--- src/rtl/uart_rx_pkg.sv ---
package uart_rx_pkg;

    localparam int DATA_W = 8;

    typedef enum logic [2:0] {
        S_IDLE,
        S_START,
        S_DATA,
        S_PARITY,
        S_STOP1,
        S_STOP2,
        S_BREAK
    } rx_state_t;

    typedef struct packed {
        logic [DATA_W-1:0] data;
        logic              perr;
        logic              ferr;
    } rx_entry_t;

endpackage

--- src/rtl/uart_rx_sync.sv ---
module uart_rx_sync #(
    parameter int STAGES = 2
) (
    input  logic clk,
    input  logic rst_n,
    input  logic d,
    output logic q
);
    logic [STAGES-1:0] chain;

    generate
        if (STAGES == 1) begin : g_one
            always_ff @(posedge clk or negedge rst_n) begin
                if (!rst_n) chain <= '1;
                else        chain <= d;
            end
        end else begin : g_many
            always_ff @(posedge clk or negedge rst_n) begin
                if (!rst_n) chain <= '1;
                else        chain <= {chain[STAGES-2:0], d};
            end
        end
    endgenerate

    assign q = chain[STAGES-1];
endmodule

--- src/rtl/uart_rx_fsm.sv ---
module uart_rx_fsm
    import uart_rx_pkg::*;
#(
    parameter int OVS = 16
) (
    input  logic      clk,
    input  logic      rst_n,
    input  logic      tick,
    input  logic      rx,
    input  logic      cfg_len8,
    input  logic      cfg_par_en,
    input  logic      cfg_par_odd,
    input  logic      cfg_stop2,
    output logic      done_o,
    output rx_entry_t entry_o
);
    localparam int CNT_W = $clog2(OVS);
    localparam int IDX_W = $clog2(DATA_W);
    localparam logic [CNT_W-1:0] MID_C  = CNT_W'(OVS / 2 - 1);
    localparam logic [CNT_W-1:0] LAST_C = CNT_W'(OVS - 1);
    localparam logic [IDX_W-1:0] IDX_FULL  = IDX_W'(DATA_W - 1);
    localparam logic [IDX_W-1:0] IDX_SHORT = IDX_W'(DATA_W - 2);

    rx_state_t         st, nxt;
    logic [CNT_W-1:0]  cnt;
    logic [IDX_W-1:0]  bit_idx;
    logic [DATA_W-1:0] shreg;
    logic              par_acc;
    logic              par_bit;
    logic              ferr_acc;
    logic [IDX_W-1:0]  last_idx;
    logic              at_mid;
    logic              at_end;

    assign last_idx = cfg_len8 ? IDX_FULL : IDX_SHORT;
    assign at_mid   = tick && (cnt == MID_C);
    assign at_end   = tick && (cnt == LAST_C);

    // state register
    always_ff @(posedge clk or negedge rst_n) begin
        if (!rst_n) st <= S_IDLE;
        else        st <= nxt;
    end

    // transitions
    always_comb begin
        nxt = st;
        unique case (st)
            S_IDLE:   if (!rx) nxt = S_START;
            S_START:  if (at_mid) nxt = rx ? S_IDLE : S_DATA;
            S_DATA:   if (at_end && bit_idx == last_idx)
                          nxt = cfg_par_en ? S_PARITY : S_STOP1;
            S_PARITY: if (at_end) nxt = S_STOP1;
            S_STOP1:  if (at_end) begin
                          if (cfg_stop2) nxt = S_STOP2;
                          else           nxt = rx ? S_IDLE : S_BREAK;
                      end
            S_STOP2:  if (at_end) nxt = rx ? S_IDLE : S_BREAK;
            S_BREAK:  if (rx) nxt = S_IDLE;
            default:  nxt = S_IDLE;
        endcase
    end

    // datapath and outputs
    always_ff @(posedge clk or negedge rst_n) begin
        if (!rst_n) begin
            cnt      <= '0;
            bit_idx  <= '0;
            shreg    <= '0;
            par_acc  <= 1'b0;
            par_bit  <= 1'b0;
            ferr_acc <= 1'b0;
            done_o   <= 1'b0;
            entry_o  <= '0;
        end else begin
            done_o <= 1'b0;
            unique case (st)
                S_IDLE: begin
                    cnt      <= '0;
                    bit_idx  <= '0;
                    par_acc  <= 1'b0;
                    ferr_acc <= 1'b0;
                end
                S_START: if (tick) cnt <= (cnt == MID_C) ? '0 : cnt + 1'b1;
                S_DATA: if (tick) begin
                    if (cnt == LAST_C) begin
                        shreg   <= {rx, shreg[DATA_W-1:1]};
                        par_acc <= par_acc ^ rx;
                        bit_idx <= bit_idx + 1'b1;
                        cnt     <= '0;
                    end else begin
                        cnt <= cnt + 1'b1;
                    end
                end
                S_PARITY: if (tick) begin
                    if (cnt == LAST_C) begin
                        par_bit <= rx;
                        cnt     <= '0;
                    end else begin
                        cnt <= cnt + 1'b1;
                    end
                end
                S_STOP1: if (tick) begin
                    if (cnt == LAST_C) begin
                        cnt      <= '0;
                        ferr_acc <= !rx;
                        if (!cfg_stop2) begin
                            done_o       <= 1'b1;
                            entry_o.data <= cfg_len8 ? shreg : (shreg >> 1);
                            entry_o.perr <= cfg_par_en && (par_bit != (par_acc ^ cfg_par_odd));
                            entry_o.ferr <= !rx;
                        end
                    end else begin
                        cnt <= cnt + 1'b1;
                    end
                end
                S_STOP2: if (tick) begin
                    if (cnt == LAST_C) begin
                        cnt          <= '0;
                        done_o       <= 1'b1;
                        entry_o.data <= cfg_len8 ? shreg : (shreg >> 1);
                        entry_o.perr <= cfg_par_en && (par_bit != (par_acc ^ cfg_par_odd));
                        entry_o.ferr <= ferr_acc || !rx;
                    end else begin
                        cnt <= cnt + 1'b1;
                    end
                end
                S_BREAK: cnt <= '0;
                default: cnt <= '0;
            endcase
        end
    end
endmodule

--- src/rtl/uart_rx_fifo.sv ---
module uart_rx_fifo
    import uart_rx_pkg::*;
#(
    parameter int DEPTH = 4
) (
    input  logic                       clk,
    input  logic                       rst_n,
    input  logic                       push,
    input  rx_entry_t                  wdata,
    input  logic                       pop,
    output rx_entry_t                  rdata,
    output logic [$clog2(DEPTH+1)-1:0] count,
    output logic                       full,
    output logic                       empty
);
    localparam int PW = $clog2(DEPTH);
    localparam int CW = $clog2(DEPTH + 1);
    localparam logic [CW-1:0] FULL_C = CW'(DEPTH);

    rx_entry_t       mem [DEPTH];
    logic [PW-1:0]   wptr, rptr;

    assign full  = (count == FULL_C);
    assign empty = (count == '0);
    assign rdata = mem[rptr];

    always_ff @(posedge clk or negedge rst_n) begin
        if (!rst_n) begin
            wptr  <= '0;
            rptr  <= '0;
            count <= '0;
        end else begin
            if (push) wptr <= wptr + 1'b1;
            if (pop)  rptr <= rptr + 1'b1;
            unique case ({push, pop})
                2'b10:   count <= count + 1'b1;
                2'b01:   count <= count - 1'b1;
                default: count <= count;
            endcase
        end
    end

    always_ff @(posedge clk) begin
        if (push) mem[wptr] <= wdata;
    end
endmodule

--- src/rtl/uart_rx_fc.sv ---
module uart_rx_fc
    import uart_rx_pkg::*;
#(
    parameter int OVS         = 16,
    parameter int FIFO_DEPTH  = 4,
    parameter int RTS_LEVEL   = 3,
    parameter int SYNC_STAGES = 2
) (
    input  logic              clk,
    input  logic              rst_n,
    input  logic              tick,
    input  logic              rxd,
    input  logic              cfg_len8,
    input  logic              cfg_par_en,
    input  logic              cfg_par_odd,
    input  logic              cfg_stop2,
    input  logic              rd_en,
    input  logic              ovr_clr,
    output logic [DATA_W-1:0] rd_data,
    output logic              rd_perr,
    output logic              rd_ferr,
    output logic              rd_valid,
    output logic              rts_n,
    output logic              ovr_flag
);
    localparam int CW = $clog2(FIFO_DEPTH + 1);
    localparam logic [CW-1:0] RTS_C = CW'(RTS_LEVEL);

    logic          rx_s;
    logic          fr_done;
    rx_entry_t     fr_entry;
    rx_entry_t     head;
    logic [CW-1:0] occ;
    logic          f_full, f_empty;
    logic          pop_ok, push_ok, drop;

    uart_rx_sync #(.STAGES(SYNC_STAGES)) u_sync (
        .clk   (clk),
        .rst_n (rst_n),
        .d     (rxd),
        .q     (rx_s)
    );

    uart_rx_fsm #(.OVS(OVS)) u_fsm (
        .clk         (clk),
        .rst_n       (rst_n),
        .tick        (tick),
        .rx          (rx_s),
        .cfg_len8    (cfg_len8),
        .cfg_par_en  (cfg_par_en),
        .cfg_par_odd (cfg_par_odd),
        .cfg_stop2   (cfg_stop2),
        .done_o      (fr_done),
        .entry_o     (fr_entry)
    );

    assign pop_ok  = rd_en && !f_empty;
    assign push_ok = fr_done && (!f_full || pop_ok);
    assign drop    = fr_done && f_full && !pop_ok;

    uart_rx_fifo #(.DEPTH(FIFO_DEPTH)) u_fifo (
        .clk   (clk),
        .rst_n (rst_n),
        .push  (push_ok),
        .wdata (fr_entry),
        .pop   (pop_ok),
        .rdata (head),
        .count (occ),
        .full  (f_full),
        .empty (f_empty)
    );

    always_ff @(posedge clk or negedge rst_n) begin
        if (!rst_n)       ovr_flag <= 1'b0;
        else if (drop)    ovr_flag <= 1'b1;
        else if (ovr_clr) ovr_flag <= 1'b0;
    end

    assign rts_n    = (occ >= RTS_C);
    assign rd_valid = !f_empty;
    assign rd_data  = head.data;
    assign rd_perr  = head.perr;
    assign rd_ferr  = head.ferr;
endmodule

--- config.mk ---
export PLATFORM = sky130hd
export DESIGN_NAME = uart_rx_fc
export DESIGN_NICKNAME = d
export VERILOG_FILES = /design/src/rtl/uart_rx_pkg.sv /design/src/rtl/uart_rx_sync.sv /design/src/rtl/uart_rx_fsm.sv /design/src/rtl/uart_rx_fifo.sv /design/src/rtl/uart_rx_fc.sv
export SDC_FILE = /design/constraint.sdc
export NUM_CORES = 1
export LEC_CHECK = 0
export ABC_AREA = 1
export BUFFER_PORTS_ARGS = -buffer_cell sky130_fd_sc_hd__buf_4
export CAP_MARGIN = 0
export CORE_AREA = 5 5 91 93
export DETAILED_ROUTE_END_ITERATION = 16
export DIE_AREA = 0 0 96 98
export PLACE_DENSITY = 0.83
export RECOVER_POWER = 25
export SLEW_MARGIN = 20
export SYNTH_ARGS = -nofsm -noshare
export SYNTH_HDL_FRONTEND = slang
export SYNTH_HIERARCHICAL = 1
export SYNTH_SLANG_ARGS = --single-unit
--- constraint.sdc ---
create_clock -name clk -period 1.8 [get_ports clk]
set_input_delay 0.36 -clock clk [delete_from_list [all_inputs] [get_ports clk]]
set_output_delay 0.36 -clock clk [all_outputs]
set_load 0.05 [all_outputs]
==> impl_summary.txt <==
----------------------------------------------------
[Global routing]
  Maximum number of pins on one net before global-route repair ... 43
  Number of antenna violations at the first check in global routing ... 0
  Total congestion overflow after global routing ... 0
  Total track usage ... 16.2%
  Vias in the first global route ... 2,617
  First-pass GRT wire length ... 11,900 um

[Clock network]
  Number of clock buffers inserted by TritonCTS ... 9
  Clock tree from TritonCTS ... yes
  Clock root buffer ... sky130_fd_sc_hd__clkbuf_8
  Post-CTS clock slew at the launch and capture registers of the worst setup and hold paths ... 80 ps
  Clock latency of the later-clocked register in the worst-skew pair ... 360 ps
  Buffer depth of the longest clock path ... 2
  Clock sink count ... 82
  Maximum level of the CTS H-tree ... 3

[Synth]
  Prevailing post-synth register cell ... sky130_fd_sc_hd__edfxtp_1
  Post-Syn Area ... 3950 um^2
  Synth area leaders ... sky130_fd_sc_hd__edfxtp_1 (30%), sky130_fd_sc_hd__dfrtp_1 (25%), sky130_fd_sc_hd__nand2_1 (12%), sky130_fd_sc_hd__inv_1 (6.1%), sky130_fd_sc_hd__o211ai_1 (3.2%)
  Synthesized instance count ... 415
  Share of Yosys cell area claimed by the top area cell type ... just over 30%
  Proportion of synthesized chip area in sequential cells ... 57.1%
  Yosys warning total ... 6
  Count of different cell masters after synthesis ... 36
  Net count of the mapped netlist ... 435
  Number of synthesized flops with an enable pin ... 40
  Yosys top cell by area ... sky130_fd_sc_hd__edfxtp_1
  Async set-reset flop share out of synthesis ... 51.2%
  Syn Area/Cell ... about 9.5 um^2
  #FFs+latches synth ... 82

[Worst hold path]
  Class of the tightest hold or removal check ... in -> reg
  Hold path cells ... 1

[Placement]
  Port bufs ... 22
  DP Wirelength ... 4630 um
  Routability-driven placement congestion ratio ... 0.835

[Routing]
  Wirelength per Cell ... 12.6 um
  Total Routed Length ... 7040 um
  DR vias ... around 2,800
  Count of TritonRoute iterations in the first routing pass ... 4
  DRT iter0 DRCs ... 191
  Avg Vias per Cell ... 5.01
  Final routed DRC violation total ... 0
  Final ANT Viol Nets ... 0

[Timing]
  Actual slew at the worst max-slew pin ... between 500 and 600 ps
  Final critical-path share of the clock period ... 103%
  Fin Clk Skew ... ~8.3 ps
  Max-Slew Margin vs Limit ... 63.9%
  RSZ-0062 raised after global routing ... true
  Worst hold-check slack ... 106 ps
  Final Hold Viols ... 0
  Worst-case setup margin in the final layout ... -45.4 ps
  Final critical delay including setup and external delays ... approximately 1800 ps
  Count of final setup violators ... 1
  Final count of pins violating max slew ... 0
  Upper clock frequency limit ... roughly 0.54 GHz

[Job]
  Maxcap violations ... 0

[Finish]
  Final core utilization ... 62.1%
  Area occupied by multi-input gates ... roughly 1400 um^2
  Area added between synthesis and finish ... 17.1%
  NumNets Final ... 472
  Storage cell area ... 2260 um^2
  Number of inserted diodes ... 0
  Fraction of layout instances using a drive strength above 1 ... 21.9%
  Filler instances ... 614

[Setup path]
  CP Capture Type ... register
  Critical path launch point type ... register
  R2R cell count ... 12
  Arrival time of data at the critical path endpoint ... about 2100 ps
  Worst endpoint required time ... 2060 ps
  Classification of the worst setup path ... reg -> reg
  Worst-path maximum fanout ... 3

[Floorplan]
  Number of primary I/O pins ... 23
  Starting Density ... 53.0%
  Placeable core region ... about 7400 um^2
  Overall die width ... 96 um
  Height of the chip ... 98 um
  Row Count ... 32
  Die Outline Area ... 9410 um^2

[Power and ir drop]
  Share of total power in sequential cells ... approximately 35%
  Combinational group share of total power ... 45.1%
  Max rail drop VDD ... around 0.00064 V
  Total leakage power ... around 2.1 nW
  Fraction of power spent switching nets ... 42.7%
  Portion of total power attributed to the clock network ... 19.4%
  Power density relative to cell area ... 1380 nW/um^2
  Net Switching ... 0.00273 W
  Int Power ... 0.00366 W

[Outcome]
  Run status ... finished, violations left
  Violations in the final reports ... negative setup slack

----------------------------------------------------
[metal layers]
metal | up-vias | share of wire, % | routed length [um] | track usage, %
met1 | 1336 | 45 | 3160 | 21.1
met3 | 8 | 4.0 | 283 | 5.39
met4 | 0 | 0.95 | 67 | 4.81
met5 | - | 0 | 0 | 0
li1 | 1408 | - | - | -
met2 | 50 | 50 | 3530 | 25.5
[power groups by stage]
stage	Clock, W	Sequential [W]	Combinational [W]
2_1_floorplan	0	0.00222	0.00203
3_3_place_gp	0	0.00226	0.00245
3_5_place_dp	0	0.00227	0.00252
4_1_cts	0.00127	0.00224	0.00264
5_1_grt	0.00135	0.00228	0.00314
6_report	0.00124	0.00226	0.00288
[cells in the final DEF (no fill, tap or decap), drive strengths merged]
cell / n
nand4: 2
o211ai: 21
clkinv: 3
nand2: 137
and3: 1
buf: 37
xor2: 4
xnor2: 1
a21o: 1
a21oi: 5
o21bai: 1
or2: 1
edfxtp: 40
o21ai: 30
clkinvlp: 3
dfrtp: 40
nor3: 3
o31ai: 2
dfstp: 2
nor2: 14
dlygate4sd3: 1
ha: 9
clkbuf: 10
inv: 70
fa: 1
nand3: 18
[critical path, cell delays in order (launching register included)]
cell	delay (ps)
sky130_fd_sc_hd__dfrtp_2	450
sky130_fd_sc_hd__nor3_2	200
sky130_fd_sc_hd__inv_2	70
sky130_fd_sc_hd__nand2_4	70
sky130_fd_sc_hd__a21oi_4	60
sky130_fd_sc_hd__inv_4	60
sky130_fd_sc_hd__ha_4	140
sky130_fd_sc_hd__inv_4	40
sky130_fd_sc_hd__fa_2	370
sky130_fd_sc_hd__nand2_2	100
sky130_fd_sc_hd__nand3_2	60
sky130_fd_sc_hd__nand2_2	70
sky130_fd_sc_hd__nand2_2	50
[timing repair]
item,4_1_cts,5_1_grt
setup buffers,5,2
hold buffers,1,0
resized for setup,6,24
endpoints found under the setup margin,12,12
pin swaps,1,8
cloned,1,0
hold endpoints to repair,40,0
[state kept, by name (all words and copies together), names as in the netlist, 2 cells and up]
name and flops:
u_sync/chain 2, u_fsm/shreg 8, u_fsm/bit_idx 3, u_fsm/cnt 4, u_fsm/entry_o 10, u_fsm/st 3
u_fifo/mem 40, u_fifo/rptr 2, u_fifo/wptr 2, u_fifo/count 3
[Yosys cell counts (6+ instances only)]
cell type,instances
sky130_fd_sc_hd__inv_1,64
sky130_fd_sc_hd__ha_1,9
sky130_fd_sc_hd__o211ai_1,17
sky130_fd_sc_hd__nand2_2,7
sky130_fd_sc_hd__o21ai_1,10
sky130_fd_sc_hd__nand2_1,130
sky130_fd_sc_hd__edfxtp_1,40
sky130_fd_sc_hd__nand3_1,17
sky130_fd_sc_hd__dfrtp_1,40
sky130_fd_sc_hd__buf_6,6
sky130_fd_sc_hd__o21ai_0,17
sky130_fd_sc_hd__nor2_1,10
[final cells by class]
class / instances / area share (%)
clock buffers: 9 / 2.68
clock inverters: 7 / 1.30
inverters: 68 / 5.71
multi-input cells: 251 / 29.9
flip-flops and latches: 82 / 48.8
well taps: 102 / 2.76
repair buffers: 39 / 8.71
repair inverters: 1 / 0.162
[logic make-up (layout without fill, tap and decap cells)]
logic type                 Yosys count  count (layout)  synth area share [%]
xor gates and xnor gates             5               5                  1.11
buffers and inverters               82             124                  9.53
DFF                                 82              82                  57.1
AOI/OAI and AO/OA                   60              60                  10.1
adders and majority gates           10              10                  3.36
and+or+nand+nor                    176             176                  18.8
[per-stage QoR]
step / setup WS [ps] / area, um^2 / total power (W) / setup TNS (ps) / cells
6_report: -45.4 / 4630 / 0.00639 / -45.4 / 559
5_1_grt: -140 / 4630 / 0.00677 / -488 / 559
4_1_cts: 1.30 / 4530 / 0.00615 / 0 / 557
3_5_place_dp: -29.6 / 4270 / 0.00479 / -29.6 / 534
3_3_place_gp: 50.2 / 4270 / 0.00471 / 0 / 534
2_1_floorplan: -120 / 3980 / 0.00425 / -239 / 415
[final timing paths]
path	startpoint	endpoint	slack, ps
setup / recovery	u_fifo/count[1]	u_fifo/count[2]	-50
hold / removal	rxd	u_sync/chain[0]	110
setup reg to reg	u_fifo/count[1]	u_fifo/count[2]	-50
hold reg to reg	u_sync/chain[0]	u_sync/chain[1]	370
max in group asynchronous	rst_n	u_fifo/count[0]	870
min in group asynchronous	rst_n	u_fsm/cnt[0]	520
Note: power is estimated with default switching activity, not from simulation.
